**config.mk**
```make
export PLATFORM = sky130hd
export DESIGN_NAME = aes_mono_dup
export DESIGN_NICKNAME = d
export VERILOG_FILES = /design/src/rtl/aes_mono_dup_pkg.sv /design/src/rtl/aes_mono_dup_rate.sv /design/src/rtl/aes_mono_dup_sched.sv /design/src/rtl/aes_mono_dup_outreg.sv /design/src/rtl/aes_mono_dup.sv
export SDC_FILE = /design/constraint.sdc
export NUM_CORES = 1
export LEC_CHECK = 0
export BUFFER_PORTS_ARGS = -buffer_cell sky130_fd_sc_hd__buf_2
export CORE_MARGIN = 2
export CORE_UTILIZATION = 54
export CTS_CLUSTER_DIAMETER = 80
export DETAILED_ROUTE_END_ITERATION = 10
export PLACE_DENSITY = 0.79
export SKIP_LAST_GASP = 1
export SLEW_MARGIN = 20
export SYNTH_ARGS = -nofsm -noshare
export SYNTH_HDL_FRONTEND = slang
export SYNTH_HIERARCHICAL = 1
export SYNTH_SLANG_ARGS = --single-unit
```
**constraint.sdc**
```tcl
create_clock -name clk -period 2.8 [get_ports clk]
set_input_delay 0.56 -clock clk [delete_from_list [all_inputs] [get_ports clk]]
set_output_delay 0.56 -clock clk [all_outputs]
set_load 0.005 [all_outputs]
```
**src/rtl/aes_mono_dup_pkg.sv**
```systemverilog
package aes_mono_dup_pkg;

   // Which kind of word cycle the scheduler starts in the current clock.
   typedef enum logic [1:0] {
      SLOT_IDLE  = 2'd0,   // no word this cycle
      SLOT_PAIR  = 2'd1,   // stereo: A left, B right
      SLOT_DUP_A = 2'd2,   // mono: A in both slots
      SLOT_DUP_B = 2'd3    // mono: held B in both slots
   } slot_e;

   localparam int unsigned MIN_DATA_W = 8;
   localparam int unsigned MIN_CNT_W  = 4;

endpackage

```
**src/rtl/aes_mono_dup_rate.sv**
```systemverilog
// Measures the spacing of frame strobes and derives the half-frame delay
// used to place the second mono word cycle.
module aes_mono_dup_rate #(
   parameter int unsigned CNT_W      = 16,
   parameter int unsigned FIXED_HALF = 0
) (
   input  logic             clk,
   input  logic             rst_n,
   input  logic             frm_stb,
   output logic [CNT_W-1:0] since_q,
   output logic [CNT_W-1:0] half_cyc
);
   import aes_mono_dup_pkg::*;

   localparam logic [CNT_W-1:0] CNT_MAX = '1;
   localparam logic [CNT_W-1:0] CNT_ONE = CNT_W'(1);
   localparam logic [CNT_W-1:0] CNT_TWO = CNT_W'(2);

   if (CNT_W < MIN_CNT_W) begin : g_bad_cnt
      $error("aes_mono_dup_rate: CNT_W below minimum");
   end
   if (FIXED_HALF >= (1 << (CNT_W - 1))) begin : g_bad_fixed
      $error("aes_mono_dup_rate: FIXED_HALF does not fit CNT_W");
   end

   // Cycles elapsed since the last frame strobe (1 right after one), saturating.
   always_ff @(posedge clk) begin
      if (!rst_n) begin
         since_q <= '0;
      end else if (frm_stb) begin
         since_q <= CNT_ONE;
      end else if (since_q != CNT_MAX) begin
         since_q <= since_q + CNT_ONE;
      end
   end

   if (FIXED_HALF > 0) begin : g_fixed
      // Library variant: the half-frame delay is a build-time constant.
      assign half_cyc = CNT_W'(FIXED_HALF);
   end else begin : g_meas
      logic [CNT_W-1:0] period_q;
      logic             seen_q;

      always_ff @(posedge clk) begin
         if (!rst_n) begin
            period_q <= CNT_TWO;
            seen_q   <= 1'b0;
         end else if (frm_stb) begin
            seen_q <= 1'b1;
            if (seen_q) begin
               period_q <= since_q;
            end
         end
      end

      always_comb begin
         if (period_q < CNT_TWO) begin
            half_cyc = CNT_ONE;
         end else begin
            half_cyc = period_q >> 1;
         end
      end
   end

endmodule

```
**src/rtl/aes_mono_dup_sched.sv**
```systemverilog
// Frame-boundary mode latch, B-sample hold register, pending/overrun logic,
// and selection of the word cycle to start each clock.
module aes_mono_dup_sched #(
   parameter int unsigned DATA_W = 24,
   parameter int unsigned CNT_W  = 16
) (
   input  logic                        clk,
   input  logic                        rst_n,
   input  logic                        frm_stb,
   input  logic                        mono_sel,
   input  logic [DATA_W-1:0]           sub_b,
   input  logic [CNT_W-1:0]            since_q,
   input  logic [CNT_W-1:0]            half_cyc,
   output aes_mono_dup_pkg::slot_e     slot,
   output logic [DATA_W-1:0]           b_held,
   output logic                        mode_q,
   output logic                        ovr_q
);
   import aes_mono_dup_pkg::*;

   logic pend_q;
   logic b_due;

   assign b_due = pend_q && (since_q == half_cyc);

   // A new frame always wins over a B word that falls due in the same cycle.
   always_comb begin
      if (frm_stb) begin
         slot = mono_sel ? SLOT_DUP_A : SLOT_PAIR;
      end else if (b_due) begin
         slot = SLOT_DUP_B;
      end else begin
         slot = SLOT_IDLE;
      end
   end

   always_ff @(posedge clk) begin
      if (!rst_n) begin
         mode_q <= 1'b0;
         pend_q <= 1'b0;
         ovr_q  <= 1'b0;
      end else if (frm_stb) begin
         mode_q <= mono_sel;
         pend_q <= mono_sel;
         ovr_q  <= pend_q;
      end else begin
         ovr_q <= 1'b0;
         if (b_due) begin
            pend_q <= 1'b0;
         end
      end
   end

   // Data-only register: no reset needed, loaded at each mono frame.
   always_ff @(posedge clk) begin
      if (frm_stb && mono_sel) begin
         b_held <= sub_b;
      end
   end

endmodule

```
**src/rtl/aes_mono_dup_outreg.sv**
```systemverilog
// Builds and registers the left/right word pair for the selected word cycle.
module aes_mono_dup_outreg #(
   parameter int unsigned DATA_W = 24
) (
   input  logic                    clk,
   input  logic                    rst_n,
   input  aes_mono_dup_pkg::slot_e slot,
   input  logic [DATA_W-1:0]       sub_a,
   input  logic [DATA_W-1:0]       sub_b,
   input  logic [DATA_W-1:0]       b_held,
   output logic                    word_stb,
   output logic [DATA_W-1:0]       left_word,
   output logic [DATA_W-1:0]       right_word
);
   import aes_mono_dup_pkg::*;

   logic [DATA_W-1:0] left_d;
   logic [DATA_W-1:0] right_d;

   always_comb begin
      unique case (slot)
         SLOT_PAIR: begin
            left_d  = sub_a;
            right_d = sub_b;
         end
         SLOT_DUP_A: begin
            left_d  = sub_a;
            right_d = sub_a;
         end
         SLOT_DUP_B: begin
            left_d  = b_held;
            right_d = b_held;
         end
         default: begin
            left_d  = left_word;
            right_d = right_word;
         end
      endcase
   end

   always_ff @(posedge clk) begin
      if (!rst_n) begin
         word_stb   <= 1'b0;
         left_word  <= '0;
         right_word <= '0;
      end else begin
         word_stb   <= (slot != SLOT_IDLE);
         left_word  <= left_d;
         right_word <= right_d;
      end
   end

endmodule

```
**src/rtl/aes_mono_dup.sv**
```systemverilog
module aes_mono_dup #(
   parameter int unsigned DATA_W     = 24,
   parameter int unsigned CNT_W      = 16,
   parameter int unsigned FIXED_HALF = 0
) (
   input  logic              clk,
   input  logic              rst_n,
   input  logic              frm_stb,
   input  logic [DATA_W-1:0] sub_a,
   input  logic [DATA_W-1:0] sub_b,
   input  logic              mono_sel,
   output logic              word_stb,
   output logic [DATA_W-1:0] left_word,
   output logic [DATA_W-1:0] right_word,
   output logic              rate_x2,
   output logic              overrun
);
   import aes_mono_dup_pkg::*;

   if (DATA_W < MIN_DATA_W) begin : g_bad_data
      $error("aes_mono_dup: DATA_W below minimum");
   end

   logic [CNT_W-1:0]  since_q;
   logic [CNT_W-1:0]  half_cyc;
   logic [DATA_W-1:0] b_held;
   slot_e             slot;

   aes_mono_dup_rate #(
      .CNT_W      (CNT_W),
      .FIXED_HALF (FIXED_HALF)
   ) u_rate (
      .clk      (clk),
      .rst_n    (rst_n),
      .frm_stb  (frm_stb),
      .since_q  (since_q),
      .half_cyc (half_cyc)
   );

   aes_mono_dup_sched #(
      .DATA_W (DATA_W),
      .CNT_W  (CNT_W)
   ) u_sched (
      .clk      (clk),
      .rst_n    (rst_n),
      .frm_stb  (frm_stb),
      .mono_sel (mono_sel),
      .sub_b    (sub_b),
      .since_q  (since_q),
      .half_cyc (half_cyc),
      .slot     (slot),
      .b_held   (b_held),
      .mode_q   (rate_x2),
      .ovr_q    (overrun)
   );

   aes_mono_dup_outreg #(
      .DATA_W (DATA_W)
   ) u_out (
      .clk        (clk),
      .rst_n      (rst_n),
      .slot       (slot),
      .sub_a      (sub_a),
      .sub_b      (sub_b),
      .b_held     (b_held),
      .word_stb   (word_stb),
      .left_word  (left_word),
      .right_word (right_word)
   );

endmodule

```
After elaboration in Yosys (flattened, before gate mapping)

Cells that the tools add are included.
W data, S select, Z words.

Output and inout port bits: 51
Logic and storage cells: 40
Memory bits (read-only): 0
Bits in latches: 0
Memories kept: 0
Register bits: 109
Input port bits: 52
Memory bits (writable): 0

Reduce and logical (&&, ||, !) cells: 11
Shift operators: 0
Div/mod/pow operators: 0
Muxes and demuxes: 10
Bitwise gates (word level): 1
Multiply operators: 0
Add/sub/neg operators: 1
Eq/ne operators: 5
Order comparisons: 1

Operators by type and width:

| operator                | number |
|---|---|
| $pmux W24 S3            | 1 |
| $pmux W24 S2            | 1 |
| $add A16 B1 Y16 const B | 1 |
| $eq A16 B15 Y1          | 1 |
| $lt A16 B2 Y1 const B   | 1 |
| $ne A16 B16 Y1 const B  | 1 |
| $mux W15                | 1 |
| $reduce_bool A2 Y1      | 4 |
| $mux W2                 | 3 |
| $eq A2 B2 Y1 const B    | 2 |
| $mux W1                 | 4 |
| $reduce_and A2 Y1       | 2 |
| $reduce_or A2 Y1        | 2 |
| $reduce_bool A3 Y1      | 1 |
| $eq A2 B1 Y1 const B    | 1 |
| $logic_and A1 B1 Y1     | 2 |
| $not A1 Y1              | 1 |

Longest topological paths before layout

Word-level depth: 9
Mapped depth: 12

By module

Netlist, hierarchy kept.

By module, submodules not included:

| module              | instances | sequential area each (um2) | cells each | area each (um2) |
|---|---|---|---|---|
| aes_mono_dup_outreg | 1         | 980.9                      | 167        | 2233.4 |
| aes_mono_dup_rate   | 1         | 640.6                      | 183        | 1480.2 |
| aes_mono_dup_sched  | 1         | 780.7                      | 61         | 1027.2 |

Worst setup path before layout

No wires, ideal clock.

Path type: flip-flop to flip-flop
From: register u_rate.g_meas.period_q[2]
To: register u_out.right_word[10]
Setup slack: 0.335 ns
Setup time: 0.115 ns
Required time: 2.685 ns
Buffers on the path: 2
Clock period less this slack: 2.465 ns
Data arrival time: 2.350 ns
Stages on the path, launching flop included: 11
Path through: dfxtp_1 nor4_1 a41o_1 xor2_1 nor3_1 nand3_1 o31ai_1 buf_6 buf_12 mux4_2 and2_1

Cells in the longest elaborated chain, start to end: 8

Ends and longest elaborated chain:

| what                                               | RTL line                  | RTL |
|---|---|---|
| start, declared                                    | aes_mono_dup_rate.sv:41   | `logic [CNT_W-1:0] period_q;` |
| start signal, assigned                             | aes_mono_dup_rate.sv:51   | `period_q <= since_q;` |
| $lt A16 B2 Y1 *                                    | aes_mono_dup_rate.sv:57   | `if (period_q < CNT_TWO) begin` |
| $mux W15 *                                         | aes_mono_dup_rate.sv:57   |  |
| via half_cyc[0]                                    | aes_mono_dup.sv:25        | `logic [CNT_W-1:0] half_cyc;` |
| $eq A16 B15 Y1 *                                   | aes_mono_dup_sched.sv:24  | `assign b_due = pend_q && (since_q == half_cyc);` |
| $logic_and A1 B1 Y1 *                              | aes_mono_dup_sched.sv:24  |  |
| $mux W2 *                                          | aes_mono_dup_sched.sv:30  | `end else if (b_due) begin` |
| $mux W2 *                                          | aes_mono_dup_sched.sv:28  | `if (frm_stb) begin` |
| via slot[1]                                        | aes_mono_dup.sv:27        | `slot_e slot;` |
| $eq A2 B2 Y1 or $eq A2 B1 Y1 (tied branches)       | aes_mono_dup_outreg.sv:21 | `unique case (slot)` |
| $pmux W24 S3 or $reduce_bool A3 Y1 (tied branches) | n/a                       |  |
| end signal, assigned                               | aes_mono_dup_outreg.sv:49 | `right_word <= right_d;` |
| end, declared                                      | aes_mono_dup_outreg.sv:13 | `output logic [DATA_W-1:0] right_word` |

The timed path passes the listed nets; every way through them passes the cells marked *.
A chain may end at the register's enable or synchronous reset.

Worst setup path after layout

From: register u_rate.g_meas.period_q[5]
To: register u_out.right_word[9]

Same word-level chain as after synthesis.

==> results.txt <==
- The worst register-to-register path begins at u_rate/g_meas.period_q[5].
- During I/O placement, the number of pins put on the boundary was 103.
- The worst pin sits at a relative slew slack of 59.1%.
- For this run, the post-layout net count is 563.
* Type of the worst setup path: register to register
* Hold Startpoint: sub_b[12]
* Via total after detailed routing: 3782
- STA classifies the critical path endpoint as a register.
- Routed WL per cell: 18.5 µm
- For the pin with the worst max-slew slack, the measured transition is 0.608 ns.
- Initial detailed-routing violation count: 300
- Number of placement rows: 34
- After synthesis, flip-flops and latches occupy 50.7% of the total area.
* Die Width: 97.7 µm
- The synthesized design contains 24 enable-type register cells.
- Clock tree from TritonCTS: built
- The netlist uses 47 different library cells.
* Pin count of the biggest net entering global routing: 51
- The first detailed-routing pass ran for 8 iterations.
- Net Switching: 0.799 mW
- The synthesized netlist occupies a cell area of 4740 µm².
- Gr usage total: 24.3%
- Per report_power, the clock group accounts for 30.3% of the total.
- TritonCTS created 9 clock buffers.
- Per-instance average area after synthesis: 11.5 µm²
- Relative to the synthesized area, the layout overhead comes to 19.3%.
- Count of mapped cells out of synthesis: 411
* Final setup skew: 0.0129 ns
- CP Launch Point: u_rate/g_meas.period_q[5]
- Logic pwr share: 13.4%
- The first global-routing pass estimated 18400 µm of wire.
- RD Place Congestion: 0.855
- Initial Util: 54.9%
* Buffer cell driving the clock tree root: sky130_fd_sc_hd__clkbuf_8
- IR Drop Worst-Case VDD: 0.258 mV
* Max Clock Freq: 377 MHz
* Proportion of register bits with asynchronous set or reset after synthesis: 0%
* Classification of the worst-slack hold path: input pin to register
- At the worst endpoint, the required time is 3.07 ns.
- The final layout contains routed wiring with a total length of 11500 µm.
- In this run the remaining antenna-violating nets after routing total 0.
- Across the run, the number of max-cap violations was 0.
- Sequential cells account for 56.4% of the total power.
- The clock reaches the later pin of the worst-skew pair after 0.37 ns.
* Final period utilization: 94.8%
* Vias in the first global route: 3645
- Core Footprint: 8640 µm²
* Clk sink count: 108
- The total overflow left after global routing is 0.
- Synthesis inferred 108 register bits.
* Arrival @ worst endpoint: 2.93 ns
- Number of buffers on the longest clock path: 2
* Total of warnings raised by yosys: 6
* P_leak: 2.29 nW
* DRC errors left: 0
- The number of antenna diodes in the final layout is 0.
- Tmin final: 2.65 ns
* Number of H-tree levels: 3
- Number of antenna violations at the first check in global routing: 0
- Drt via density: 6.07
* Post-route worst hold slack: 0.365 ns
* Unrepaired setup endpoints after global routing: true
* Port bufs: 102
* Net Count, Synth: 464
* Post-route cell area: 5650 µm²
- Hold Violations, Final: 0
- For this design the ratio of total power to cell area is 542 nW/µm².
- Clock Pin Slew Worst Setup and Hold Paths: 0.11 ns
- The internal portion of the total power is 2.27 mW.
- Total placed instance area: 5390 µm²
* Switching portion of total power: 26.1%
- Layout cell share with drive strength beyond 1: 34.0%
- In this run the worst path has a maximum fanout of 13.
- Element type at the critical path start: register
- The die covers 9540 µm².
* Run status: finished, final reports clean
- Most used flip-flop cell after synthesis: sky130_fd_sc_hd__dfxtp_1
- The final-report max-slew violation count came to 0.
- Hold buffers post-CTS: 0
- The die is 97.7 µm tall.
- The wire-length estimate of the detail-placed layout is 7930 µm.
- Final setup violation count: 0
timing repair:
item	CTS	global route
gates cloned	1	0
endpoints found under the setup margin	3	47
endpoints found under the hold margin	0	0
gates resized for setup	1	6
pin swaps	0	6
buffers inserted	0	1
Yosys cell counts, types with 2 or more instances:
| library cell | n | area share [%] |
|---|---|---|
| sky130_fd_sc_hd__dfxtp_1 | 84 | 35 |
| sky130_fd_sc_hd__nand2_1 | 38 | 3.0 |
| sky130_fd_sc_hd__and2_1 | 27 | 3.6 |
| sky130_fd_sc_hd__nor2b_1 | 26 | 3.4 |
| sky130_fd_sc_hd__a222oi_1 | 24 | 5.1 |
| sky130_fd_sc_hd__clkbuf_1 | 24 | 1.9 |
| sky130_fd_sc_hd__edfxtp_1 | 24 | 15 |
| sky130_fd_sc_hd__mux4_2 | 20 | 9.5 |
| sky130_fd_sc_hd__a21boi_0 | 15 | 2.4 |
| sky130_fd_sc_hd__xor2_1 | 12 | 2.2 |
| sky130_fd_sc_hd__a21oi_1 | 9 | 0.95 |
| sky130_fd_sc_hd__nor2_1 | 8 | 0.63 |
| sky130_fd_sc_hd__o21ai_0 | 8 | 0.84 |
| sky130_fd_sc_hd__buf_2 | 7 | 0.74 |
| sky130_fd_sc_hd__nand3_1 | 6 | 0.63 |
| sky130_fd_sc_hd__nand4_1 | 6 | 0.79 |
| sky130_fd_sc_hd__nor4_1 | 6 | 0.79 |
| sky130_fd_sc_hd__and3_1 | 5 | 0.66 |
| sky130_fd_sc_hd__inv_1 | 5 | 0.40 |
| sky130_fd_sc_hd__nor3_1 | 5 | 0.53 |
| sky130_fd_sc_hd__or3_1 | 5 | 0.66 |
| sky130_fd_sc_hd__xnor2_1 | 5 | 0.92 |
| sky130_fd_sc_hd__buf_4 | 4 | 0.63 |
| sky130_fd_sc_hd__mux4_1 | 4 | 2.2 |
| sky130_fd_sc_hd__a31oi_1 | 3 | 0.40 |
| sky130_fd_sc_hd__nand2b_1 | 3 | 0.40 |
| sky130_fd_sc_hd__o31ai_1 | 3 | 0.48 |
| sky130_fd_sc_hd__buf_12 | 2 | 0.84 |
| sky130_fd_sc_hd__nand3_2 | 2 | 0.42 |
| sky130_fd_sc_hd__o21a_1 | 2 | 0.32 |
| sky130_fd_sc_hd__o311ai_0 | 2 | 0.37 |
| sky130_fd_sc_hd__o41ai_1 | 2 | 0.37 |
layout by cell type, fill, tap and decap left out, types with 2 or more instances in the layout:
cell type                    count
sky130_fd_sc_hd__a222oi_1       24
sky130_fd_sc_hd__nand3_1         6
sky130_fd_sc_hd__a31oi_1         3
sky130_fd_sc_hd__nor3_1          5
sky130_fd_sc_hd__nor4_1          3
sky130_fd_sc_hd__nand3_2         2
sky130_fd_sc_hd__and3_1          5
sky130_fd_sc_hd__nand2_1        38
sky130_fd_sc_hd__xnor2_1         5
sky130_fd_sc_hd__and2_1         27
sky130_fd_sc_hd__a21boi_0       15
sky130_fd_sc_hd__o21a_1          2
sky130_fd_sc_hd__o41ai_1         2
sky130_fd_sc_hd__clkbuf_8       10
sky130_fd_sc_hd__xor2_1         12
sky130_fd_sc_hd__a21oi_1         9
sky130_fd_sc_hd__or3_1           5
sky130_fd_sc_hd__nand2b_1        3
sky130_fd_sc_hd__o21ai_0         8
sky130_fd_sc_hd__nor2_1          7
sky130_fd_sc_hd__o311ai_0        2
sky130_fd_sc_hd__dfxtp_1        83
sky130_fd_sc_hd__nor4_4          2
sky130_fd_sc_hd__edfxtp_1       24
sky130_fd_sc_hd__nor4_2          2
sky130_fd_sc_hd__nor2b_1        26
sky130_fd_sc_hd__mux4_2         20
sky130_fd_sc_hd__nand4_1         6
sky130_fd_sc_hd__buf_4          22
sky130_fd_sc_hd__inv_1           5
sky130_fd_sc_hd__buf_2         102
sky130_fd_sc_hd__inv_6           3
sky130_fd_sc_hd__mux4_1          4
sky130_fd_sc_hd__clkinvlp_4      2
sky130_fd_sc_hd__o31ai_4         2
metrics by stage:
stage	std cells	setup TNS [ns]	utilization, %	power, mW	worst slack [ns]
detailed placement	605	-0.0360	62.4	2.16	-0.0324
finish	623	0	65.5	3.07	0.146
floorplan	411	0	-	1.99	0.335
global route	623	-0.0883	65.5	3.18	-0.0347
CTS	622	0	65.1	3.08	0.0205
global placement	605	0	62.4	2.14	0.108
power groups by stage:
stage | registers [mW] | logic (mW) | clock network (mW)
floorplan | 1.76 | 0.228 | 0
global placement | 1.76 | 0.385 | 0
detailed placement | 1.76 | 0.398 | 0
CTS | 1.73 | 0.407 | 0.944
global route | 1.74 | 0.442 | 1.01
finish | 1.73 | 0.410 | 0.927
flip-flops by register name (all words and copies together) (netlist names):
register	count
u_sched/pend_q	1
u_sched/ovr_q	1
u_rate/g_meas.period_q	15
u_rate/g_meas.seen_q	1
u_out/right_word	24
u_sched/b_held	24
u_sched/mode_q	1
u_rate/since_q	16
u_out/word_stb	1
u_out/left_word	24
per-layer routing:
metal | vias up | track usage, % | routed length [µm]
met1 | 1866 | 31.2 | 4600
met2 | 162 | 41.2 | 5900
met5 | - | 0 | 0
li1 | 1733 | - | -
met4 | 0 | 9.40 | 210
met3 | 21 | 4.17 | 816
critical path, stage by stage, from the launching register on:
cell and delay, ns:
sky130_fd_sc_hd__dfxtp_2 0.36, sky130_fd_sc_hd__nor4_4 0.29, sky130_fd_sc_hd__a41o_1 0.22, sky130_fd_sc_hd__xor2_1 0.06, sky130_fd_sc_hd__nor3_1 0.14, sky130_fd_sc_hd__nand3_1 0.16
sky130_fd_sc_hd__o31ai_4 0.30, sky130_fd_sc_hd__bufbuf_16 0.37, sky130_fd_sc_hd__mux4_2 0.50, sky130_fd_sc_hd__and2_1 0.16
kinds of logic after synthesis:
group | share of synthesized area, %
buf+inv | 4.83
simple gates | 16.8
other cells | 0.0791
mux | 11.9
compound gates | 12.0
xor+xnor | 3.48
flops | 50.7
fa+ha+maj | 0.264
final timing paths:
check        slack, ns  cells after the start             endpoint
max               0.15                      9  u_out/right_word[9]
min               0.36                      1   u_sched/b_held[12]
max reg2reg       0.15                      9  u_out/right_word[9]
min reg2reg       0.48                      2       u_sched/mode_q
layout make-up:
class                   instances  area (µm²)
repair buffers                127         739
clock inverters                 6        52.6
clock buffers                  10         138
fillers                       656        2980
multi-input cells             259        2170
flip-flops and latches        108        2400
inverters                       5        18.8
well taps                     108         135
(Power assumes the default switching activity.)
